## config.mk

```make
export PLATFORM = sky130hd
export DESIGN_NAME = twin_timer
export DESIGN_NICKNAME = d
export VERILOG_FILES = /design/src/rtl/twin_timer_pkg.sv /design/src/rtl/twin_timer_ctrl.sv /design/src/rtl/twin_timer_dp.sv /design/src/rtl/twin_timer.sv
export SDC_FILE = /design/constraint.sdc
export NUM_CORES = 1
export LEC_CHECK = 0
export ABC_AREA = 1
export CORE_MARGIN = 10
export CORE_UTILIZATION = 45
export CTS_BUF_LIST = sky130_fd_sc_hd__clkbuf_2
export CTS_CLUSTER_DIAMETER = 120
export DETAILED_ROUTE_END_ITERATION = 10
export GPL_TIMING_DRIVEN = 1
export HOLD_SLACK_MARGIN = 0.05
export MAX_ROUTING_LAYER = met4
export PLACE_DENSITY = 0.65
export REMOVE_ABC_BUFFERS = 1
export SLEW_MARGIN = 20
export SYNTH_ARGS = -nofsm -noshare
export SYNTH_HDL_FRONTEND = slang
export SYNTH_SLANG_ARGS = --single-unit
export TNS_END_PERCENT = 20
```

## constraint.sdc

```tcl
create_clock -name clk -period 2 [get_ports clk]
set_input_delay 0.4 -clock clk [delete_from_list [all_inputs] [get_ports clk]]
set_output_delay 0.4 -clock clk [all_outputs]
set_load 0.01 [all_outputs]
```

## src/rtl/twin_timer_pkg.sv

```systemverilog
package twin_timer_pkg;

  localparam logic [2:0] ADDR_LO0  = 3'd0;
  localparam logic [2:0] ADDR_HI0  = 3'd1;
  localparam logic [2:0] ADDR_LO1  = 3'd2;
  localparam logic [2:0] ADDR_HI1  = 3'd3;
  localparam logic [2:0] ADDR_MODE = 3'd4;
  localparam logic [2:0] ADDR_CTRL = 3'd5;

  typedef struct packed {
    logic stepLo0;  // timer 0 main count step
    logic stepHi0;  // timer 0 high byte step in split mode
    logic step1;    // timer 1 count step
  } stepStrobe_t;

  typedef struct packed {
    logic [7:0] hi;
    logic [7:0] lo;
    logic       ovf;
  } cntNext_t;

  function automatic cntNext_t advance(input logic [1:0] mode,
                                       input logic [7:0] hi,
                                       input logic [7:0] lo);
    cntNext_t r;
    r.hi  = hi;
    r.lo  = lo;
    r.ovf = 1'b0;
    case (mode)
      2'd0: {r.ovf, r.hi, r.lo[4:0]} = {1'b0, hi, lo[4:0]} + 14'd1;
      2'd1: {r.ovf, r.hi, r.lo} = {1'b0, hi, lo} + 17'd1;
      2'd2: begin
        {r.ovf, r.lo} = {1'b0, lo} + 9'd1;
        if (r.ovf) r.lo = hi;
      end
      default: {r.ovf, r.lo} = {1'b0, lo} + 9'd1;
    endcase
    return r;
  endfunction

endpackage

```

## src/rtl/twin_timer_ctrl.sv

```systemverilog
module twin_timer_ctrl
  import twin_timer_pkg::*;
#(
  parameter int PRESCALE    = 12,
  parameter int SYNC_STAGES = 2,
  parameter int NUM_TMR     = 2
) (
  input  logic               clk,
  input  logic               rstN,
  input  logic [NUM_TMR-1:0] cntPin,
  input  logic [NUM_TMR-1:0] gatePin,
  input  logic [7:0]         modeReg,
  input  logic [NUM_TMR-1:0] runBits,
  output stepStrobe_t        stb
);
  localparam int PS_W = $clog2(PRESCALE);
  localparam logic [PS_W-1:0] PS_LAST = PS_W'(PRESCALE - 1);

  logic [PS_W-1:0]    psCnt;
  logic               tick;
  logic [NUM_TMR-1:0] fallEdge;
  logic [NUM_TMR-1:0] srcPulse;
  logic [NUM_TMR-1:0] gateOk;
  logic               split;

  assign tick = (psCnt == PS_LAST);

  always_ff @(posedge clk or negedge rstN) begin
    if (!rstN)     psCnt <= '0;
    else if (tick) psCnt <= '0;
    else           psCnt <= psCnt + 1'b1;
  end

  for (genvar gi = 0; gi < NUM_TMR; gi++) begin : g_pin
    logic [SYNC_STAGES-1:0] syncQ;
    logic                   lastSmp;
    always_ff @(posedge clk or negedge rstN) begin
      if (!rstN) begin
        syncQ   <= '0;
        lastSmp <= 1'b0;
      end else begin
        syncQ <= {syncQ[SYNC_STAGES-2:0], cntPin[gi]};
        if (tick) lastSmp <= syncQ[SYNC_STAGES-1];
      end
    end
    assign fallEdge[gi] = tick & lastSmp & ~syncQ[SYNC_STAGES-1];
    assign srcPulse[gi] = modeReg[4*gi+2] ? fallEdge[gi] : tick;
    assign gateOk[gi]   = ~modeReg[4*gi+3] | gatePin[gi];
  end

  assign split       = (modeReg[1:0] == 2'd3);
  assign stb.stepLo0 = srcPulse[0] & runBits[0] & gateOk[0];
  assign stb.stepHi0 = split & tick & runBits[1];
  assign stb.step1   = srcPulse[1] & runBits[1] & gateOk[1] & (modeReg[5:4] != 2'd3);

  p_tick_spacing_r1: assert property (@(posedge clk) disable iff (!rstN)
    tick |=> !tick);

  p_count_on_tick_r2: assert property (@(posedge clk) disable iff (!rstN)
    (stb.stepLo0 || stb.stepHi0 || stb.step1) |-> tick);

endmodule

```

## src/rtl/twin_timer_dp.sv

```systemverilog
module twin_timer_dp
  import twin_timer_pkg::*;
(
  input  logic        clk,
  input  logic        rstN,
  input  stepStrobe_t stb,
  input  logic [1:0]  ackIrq,
  input  logic        wrEn,
  input  logic [2:0]  wrAddr,
  input  logic [7:0]  wrData,
  input  logic [2:0]  rdAddr,
  output logic [7:0]  rdData,
  output logic [7:0]  modeQ,
  output logic [1:0]  runQ,
  output logic [1:0]  tfQ
);
  logic [7:0] lo0, hi0, lo1, hi1;
  cntNext_t   nx0, nx1;
  logic [8:0] hiInc;
  logic       split, set0, set1;

  always_comb begin
    nx0   = advance(modeQ[1:0], hi0, lo0);
    nx1   = advance(modeQ[5:4], hi1, lo1);
    hiInc = {1'b0, hi0} + 9'd1;
    split = (modeQ[1:0] == 2'd3);
    set0  = stb.stepLo0 & nx0.ovf;
    set1  = split ? (stb.stepHi0 & hiInc[8]) : (stb.step1 & nx1.ovf);
  end

  always_ff @(posedge clk or negedge rstN) begin
    if (!rstN) begin
      lo0 <= '0; hi0 <= '0; lo1 <= '0; hi1 <= '0;
      modeQ <= '0; runQ <= '0; tfQ <= '0;
    end else begin
      if (stb.stepLo0) lo0 <= nx0.lo;
      if (stb.stepHi0) hi0 <= hiInc[7:0];
      else if (stb.stepLo0) hi0 <= nx0.hi;
      if (stb.step1) begin
        lo1 <= nx1.lo;
        hi1 <= nx1.hi;
      end
      tfQ <= (tfQ & ~ackIrq) | {set1, set0};
      if (wrEn) begin
        case (wrAddr)
          ADDR_LO0:  lo0 <= wrData;
          ADDR_HI0:  hi0 <= wrData;
          ADDR_LO1:  lo1 <= wrData;
          ADDR_HI1:  hi1 <= wrData;
          ADDR_MODE: modeQ <= wrData;
          ADDR_CTRL: begin
            runQ <= wrData[1:0];
            tfQ  <= wrData[5:4];
          end
          default: ;
        endcase
      end
    end
  end

  always_comb begin
    case (rdAddr)
      ADDR_LO0:  rdData = lo0;
      ADDR_HI0:  rdData = hi0;
      ADDR_LO1:  rdData = lo1;
      ADDR_HI1:  rdData = hi1;
      ADDR_MODE: rdData = modeQ;
      ADDR_CTRL: rdData = {2'b00, tfQ, 2'b00, runQ};
      default:   rdData = '0;
    endcase
  end

  p_hold_when_stopped_r3: assert property (@(posedge clk) disable iff (!rstN)
    (!runQ[0] && !wrEn) |=> $stable(lo0));

  p_ovf_sets_flag_r5: assert property (@(posedge clk) disable iff (!rstN)
    (modeQ[1:0] == 2'd1 && stb.stepLo0 && lo0 == 8'hFF && hi0 == 8'hFF && !wrEn)
      |=> tfQ[0]);

  p_reload_r6: assert property (@(posedge clk) disable iff (!rstN)
    (modeQ[1:0] == 2'd2 && stb.stepLo0 && lo0 == 8'hFF && !wrEn)
      |=> (lo0 == $past(hi0)));

  p_split_tf1_r7: assert property (@(posedge clk) disable iff (!rstN)
    (modeQ[1:0] == 2'd3 && !stb.stepHi0 && !tfQ[1] && !wrEn) |=> !tfQ[1]);

  p_ack_clears_r8: assert property (@(posedge clk) disable iff (!rstN)
    (ackIrq[0] && !stb.stepLo0 && !wrEn) |=> !tfQ[0]);

endmodule

```

## src/rtl/twin_timer.sv

```systemverilog
module twin_timer
  import twin_timer_pkg::*;
#(
  parameter int PRESCALE    = 12,
  parameter int SYNC_STAGES = 2
) (
  input  logic       clk,
  input  logic       rstN,
  input  logic [1:0] cntPin,
  input  logic [1:0] gatePin,
  input  logic [1:0] ackIrq,
  input  logic       wrEn,
  input  logic [2:0] wrAddr,
  input  logic [7:0] wrData,
  input  logic [2:0] rdAddr,
  output logic [7:0] rdData,
  output logic [1:0] ovfFlag
);
  stepStrobe_t stb;
  logic [7:0]  modeQ;
  logic [1:0]  runQ;

  twin_timer_ctrl #(
    .PRESCALE(PRESCALE), .SYNC_STAGES(SYNC_STAGES), .NUM_TMR(2)
  ) u_ctrl (
    .clk(clk), .rstN(rstN), .cntPin(cntPin), .gatePin(gatePin),
    .modeReg(modeQ), .runBits(runQ), .stb(stb)
  );

  twin_timer_dp u_dp (
    .clk(clk), .rstN(rstN), .stb(stb), .ackIrq(ackIrq),
    .wrEn(wrEn), .wrAddr(wrAddr), .wrData(wrData),
    .rdAddr(rdAddr), .rdData(rdData),
    .modeQ(modeQ), .runQ(runQ), .tfQ(ovfFlag)
  );

endmodule

```

==> results of run 1 <==
[critical path, cell delays in order, from the launching register on]
cell,delay (ps)
dfrtp_1,480
nand2_2,70
o21ai_2,50
a221oi_2,230
o221ai_2,150
buf_2,160
[worst paths after layout]
path                                                            to  slack [ps]
worst max-delay path                                     rdData[5]         -70
worst max register to register               u_dp.lo1[6]$_DFF_PN0_         170
worst min register to register  u_ctrl.g_pin[1].syncQ[1]$_DFF_PN0_         400
worst min-delay path            u_ctrl.g_pin[0].syncQ[0]$_DFF_PN0_         290
min in group asynchronous                    u_dp.lo0[0]$_DFF_PN0_         320
max in group asynchronous                    u_dp.hi1[3]$_DFF_PN0_        1380
[report_power, final]
group	switching [W]	internal (W)	total, W
Clock	0.000426	0.000105	0.000531
Sequential	0.000301	0.00136	0.00166
Combinational	0.00155	0.000990	0.00255
[metrics by stage]
step | TNS (ps) | hold slack [ps] | total power [W] | setup WS [ps] | cell area, um2
global placement | -4930 | 345 | 0.00402 | -673 | 5190
global route | -539 | 228 | 0.00505 | -157 | 5390
finish | -91.9 | 295 | 0.00474 | -72.7 | 5390
floorplan | 0 | 104 | 0.00296 | 253 | 4220
detailed placement | -4900 | 340 | 0.00405 | -653 | 5190
CTS | -33.9 | 277 | 0.00462 | -33.9 | 5280
[flip-flops by register name (all words and copies together) (netlist names)]
| signal | cells |
|---|---|
| u_dp.hi0 | 8 |
| u_dp.hi1 | 8 |
| u_dp.lo0 | 8 |
| u_dp.lo1 | 8 |
| u_dp.modeQ | 8 |
| u_ctrl.g_pin.syncQ | 4 |
| u_ctrl.psCnt | 4 |
| u_ctrl.g_pin.lastSmp | 2 |
| u_dp.runQ | 2 |
| u_dp.tfQ | 2 |
[cell families after synthesis]
| logic type | Yosys count |
|---|---|
| fa+ha+maj | 4 |
| flops | 54 |
| xor+xnor | 4 |
| compound gates | 157 |
| simple gates | 330 |
| buf+inv | 107 |
[metal layers]
metal / up-vias / share of wire [%] / routed length (um)
met1: 2345 / 46 / 7150
li1: 2377 / - / -
met2: 251 / 43 / 6690
met4: 0 / 2.5 / 387
met3: 30 / 8.7 / 1350
met5: - / 0 / 0
[Yosys cell counts (2+ instances only)]
cell      number
or2_2          2
o21ai_1       18
dfrtp_1       54
inv_1         84
nor2_2         4
a221oi_1       2
inv_2          9
nand4_1        6
nand3_2        3
nand2_2        9
o21ai_0       46
buf_4          3
a21oi_2        4
o22ai_1       12
xor2_1         4
nor2_1        70
o221ai_1       4
o211ai_1       7
clkbuf_1       4
buf_2          3
buf_6          2
nor2_4         8
nand2_4        2
ha_1           4
a21oi_1       47
nor3_1        14
nand2_1      153
nand3_4        2
a22oi_1       13
nand3_1       55
[layout make-up]
cell class	instances	area, um2
Timing Repair Buffer	104	847
Fill cell	932	3890
Clock buffer	5	25.0
Tap cell	129	161
Clock inverter	3	28.8
Inverter	95	360
Sequential cell	54	1350
Multi-Input combinational cell	495	2610
[repair_timing]
item	in CTS	in global routing
buffers inserted	6	5
gates resized for setup	53	22
gates cloned	0	0
pin swaps	4	5
endpoints found under the hold margin	54	0
setup endpoints to repair	8	25
hold buffers	1	0
==> key figures, run 1 <==
GRT
  – First-pass GRT wire length: 24500 um
  – Grt ovf: 0
  – Met2 Use GR: a little under a third
  – Busiest metal layer after global routing: met2
  – Initial antenna violation count: 0
  – All-Layer GR Usage: 22.1%
  – Met3 Usage GRT: 4.70%
  – Vias in the first global route: about 4600
  – Met1 GRT Util: 30.4%
  – Largest net degree at the start of global routing: 55

Cells and area
  – Most frequent cells in the layout: nand2_1, inv_1, nor2_1, buf_4
  – Commonest non-fill, non-tap cell in the layout: nand2_1
  – Layout cells sized above 1: between 20% and 30%
  – Area grow syn2layout: 25.4%
  – N_diodes: 0
  – Final cell count without fillers: between 800 and 900
  – # nets final: 782
  – Layout Utilization: 58.0%

CTS
  – Worst-skew pair later-pin latency: 530 ps
  – Root Buffer: clkbuf_2
  – Clock slew at reported path FFs: ~350 ps
  – Num CTS Buffers: 5
  – Bufs on Longest Clock Path: 2
  – CTS tree: yes
  – H-Tree Depth: 2
  – Sink Count: 54

Logic synthesis
  – Fraction of the mapped netlist area in simple logic gates: 35.4%
  – Count of cell types in the netlist: 38
  – Top cell type's share of synthesized area: 31.4%
  – Synth area leaders: dfrtp_1, nand2_1, inv_1
  – Register area share after synthesis: 31.4%
  – Ys flop type: dfrtp_1
  – Cell Area, Synth: 0.00430 mm2
  – Ys async rst share: 100%
  – Synth Instances: 656
  – Largest family of logic cells by synthesized area: simple AND/OR/NAND/NOR gates
  – Compound-Gate Fraction of Synth Area: 21.0%
  – Post-synth EDFFs: 0
  – Syn_area_per_cell: 6.55 um2
  – Mux contribution to synthesized area: 0%
  – Cell taking the most area after synthesis: dfrtp_1
  – Post-synthesis adder-cell area fraction: ~1.2%
  – Syn. warnings: 0
  – Xor and xnor fraction of the mapped netlist area: less than 1%
  – Synthesized flop and latch total: 54

Flow run
  – Max cap viols: 0

Floorplan
  – Die Ht: 118 um
  – IO Pins: 33
  – Rows: 35
  – Die Area: roughly 0.014 mm2
  – Core Area: 0.00928 mm2
  – Die Width: between 100 and 150 um
  – Starting Density: 46.3%

STA
  – Slew @ Worst Pin: 392 ps
  – RSZ-0062 raised after global routing: true
  – Clock Skew: 40.5 ps
  – Final-report hold violation count: 0
  – Setup violators final: 2
  – Period utilization: 104%
  – Peak Freq: between 0.4 and 0.5 GHz
  – Worst setup margin: -72.7 ps
  – Max-slew violation count: 0
  – Fin crit period: 2070 ps
  – Relative slew slack: 73.8%

Route
  – Routed wire length: between 15000 and 20000 um
  – DRC viols: 0
  – Via Count: roughly 5000
  – Drt first pass iters: 5
  – Routed len/inst: 17.6 um
  – Routed Antenna Nets: 0
  – DR iter-0 viols: 521
  – Via-to-Cell Ratio: 5.65

Critical path
  – Setup CP Type: register to primary output
  – Worst endpoint required time: approximately 1600 ps
  – Critical Path Source Type: register
  – Critical Path Sink Type: primary output
  – Crit path DAT: 1670 ps
  – Worst-path maximum fanout: 2
  – R2R Path Start: u_dp.lo1[0]$_DFF_PN0_
  – CP Launch Point: u_dp.lo0[5]$_DFF_PN0_
  – FF-to-FF path depth: 10

Place
  – Buffers on Ports: 32
  – Placed insts: 865
  – DP HPWL: 12100 um
  – Gpl congestion: 0.991

Power and ir drop
  – Max VDD drop: 0.568 mV
  – Static leakage: 2.62 nW
  – Pwr per Cell Area: 879 mW/mm2

Run status
  – Status: finished, violations left
  – Failing checks: setup timing

Hold path
  – Hold crit path type: input port to register
  – Hold Crit Start: cntPin[0]
  – Hold path depth: 1
Note: power is estimated with default switching activity, not from simulation.
==> inputs of run 2 (changes only) <==
==> constraint.sdc (replaced) <==
create_clock -name clk -period 2.4 [get_ports clk]
set_input_delay 0.48 -clock clk [delete_from_list [all_inputs] [get_ports clk]]
set_output_delay 0.48 -clock clk [all_outputs]
set_load 0.01 [all_outputs]
==> key figures, run 2 (synthesis gave the netlist of run 1 again) <==
STA
  – Setup violators final: 0
  – Final-report hold violation count: 0
  – Slew @ Worst Pin: 625 ps
  – Peak Freq: 0.438 GHz
  – Max-slew violation count: 0
  – Fin crit period: 2280 ps
  – Clock Skew: 35.3 ps
  – Relative slew slack: between 50% and 60%
  – RSZ-0062 raised after global routing: false
  – Period utilization: 95.2%
  – Setup Total Neg Slack: 0 ps

Route
  – Via-to-Cell Ratio: 5.55
  – Routed wire length: ~15000 um
  – Routed len/inst: 17.8 um
  – DR iter-0 viols: 479
  – Via Count: about 4700
  – DRC viols: 0
  – Drt first pass iters: 5
  – Routed Antenna Nets: 0

Critical path
  – Worst-path maximum fanout: 6
  – Slowest stage delay, CP: 530 ps
  – Critical Path Source Type: register
  – Critical Path Sink Type: primary output
  – Worst path cell trace: inv_1, o22ai_1, a21oi_1, o221ai_1, buf_2
  – Setup CP Type: register to primary output
  – Worst endpoint required time: 1920 ps
  – Critical-path top delay cell: dfrtp_1
  – Crit path DAT: between 1500 and 2000 ps

Cells and area
  – Commonest non-fill, non-tap cell in the layout: nand2_1
  – Most frequent cells in the layout: nand2_1, inv_1, nor2_1, nand3_1, dfrtp_1
  – Layout cells sized above 1: between 10% and 20%
  – N_diodes: 0
  – # nets final: 746
  – Area grow syn2layout: 17.1%

GRT
  – Grt ovf: 0
  – Vias in the first global route: 4320
  – Initial antenna violation count: 0
  – First-pass GRT wire length: 24100 um
  – All-Layer GR Usage: between 20% and 30%
  – Largest net degree at the start of global routing: 23

Power and ir drop
  – Pwr Total: 0.00362 W
  – Static leakage: 2.44 nW
  – Max VDD drop: 0.537 mV
  – Pwr per Cell Area: 719 mW/mm2

Floorplan
  – IO Pins: 33
  – Die Ht: 118 um
  – Starting Density: 46.3%
  – Die Area: 0.0139 mm2
  – Rows: 35
  – Die Width: 118 um
  – Core Area: ~0.0093 mm2

Place
  – Buffers on Ports: 32
  – DP HPWL: 12100 um
  – Gpl congestion: between 0.9 and 1

CTS
  – Bufs on Longest Clock Path: 2
  – Clock slew at reported path FFs: 330 ps
  – Worst-skew pair later-pin latency: 510 ps
  – H-Tree Depth: 2
  – Num CTS Buffers: 5
  – Root Buffer: clkbuf_2
  – CTS tree: yes
  – Setup bufs post-CTS: 0
  – Sink Count: between 50 and 60

Run status
  – Status: finished clean

Hold path
  – Hold crit path type: input port to register

Flow run
  – Max cap viols: 0
run 2: changes by cell type in the layout (fill, tap and decap cells not counted), moves of 3 or more:
cell	before	now
o221ai_2	3	0
inv_2	21	14
buf_4	69	34
buf_2	9	6
inv_1	72	79
o221ai_1	1	4
run 2: per-stage QoR:
stage          hold WS, ps  util [%]  worst slack, ps  std cells  area, um2
2_1_floorplan          184         -              573        644       4220
3_3_place_gp           343      53.6             -486        840       4970
3_5_place_dp           348      53.6             -468        840       4970
4_1_cts                357      54.1            -76.1        849       5020
5_1_grt                310      54.2             9.15        849       5030
6_report               367      54.2              116        849       5030
run 2: power breakdown:
part           internal [W]  switching, W  total [W]  leakage [nW]
Clock             0.0000875      0.000349   0.000437        0.0355
Combinational      0.000614       0.00106    0.00168          1.76
Sequential          0.00113      0.000373    0.00150         0.641
run 2: final timing paths:
check | from | end | slack, ps | depth (start not counted)
worst max-delay path | u_dp.hi0[2]$_DFF_PN0_ | rdData[2] | 120 | 5
worst min-delay path | cntPin[1] | u_ctrl.g_pin[1].syncQ[0]$_DFF_PN0_ | 370 | 1
worst max register to register | u_dp.lo0[0]$_DFF_PN0_ | u_dp.lo0[3]$_DFF_PN0_ | 360 | 10
worst min register to register | u_ctrl.g_pin[1].syncQ[0]$_DFF_PN0_ | u_ctrl.g_pin[1].syncQ[1]$_DFF_PN0_ | 400 | 0
max in group asynchronous | rstN | u_dp.hi1[6]$_DFF_PN0_ | 1450 | 3
min in group asynchronous | rstN | u_dp.hi0[1]$_DFF_PN0_ | 380 | 2
run 2: timing repair:
action	4_1_cts	5_1_grt
pin swaps	0	1
endpoints found under the hold margin	14	0
resized for setup	30	12
hold buffers	1	0
setup endpoints to repair	8	8
run 2: cell type report:
cell class / instances / area [um2]
Clock inverter: 3 / 28.8
Clock buffer: 5 / 25.0
Multi-Input combinational cell: 495 / 2530
Tap cell: 129 / 161
Fill cell: 979 / 4250
Inverter: 95 / 360
Sequential cell: 54 / 1350
Timing Repair Buffer: 68 / 576
run 2: routing by layer:
| metal | share of wire, % | routed length, um | GRT usage, % | vias to the layer above |
|---|---|---|---|---|
| met5 | 0 | 0 | - | - |
| met4 | 1.1 | 173 | 3.94 | 0 |
| met3 | 8.1 | 1220 | 3.26 | 20 |
| met2 | 43 | 6510 | 32.3 | 207 |
| met1 | 48 | 7180 | 31.1 | 2180 |
| li1 | - | - | - | 2301 |
run 2: worst max-delay path: cells and delay by family (launching register included):
family	cells	cell delay [ps]
AO/OA/AOI/OAI	3	370
flip-flops	1	530
buffers and inverters	2	390
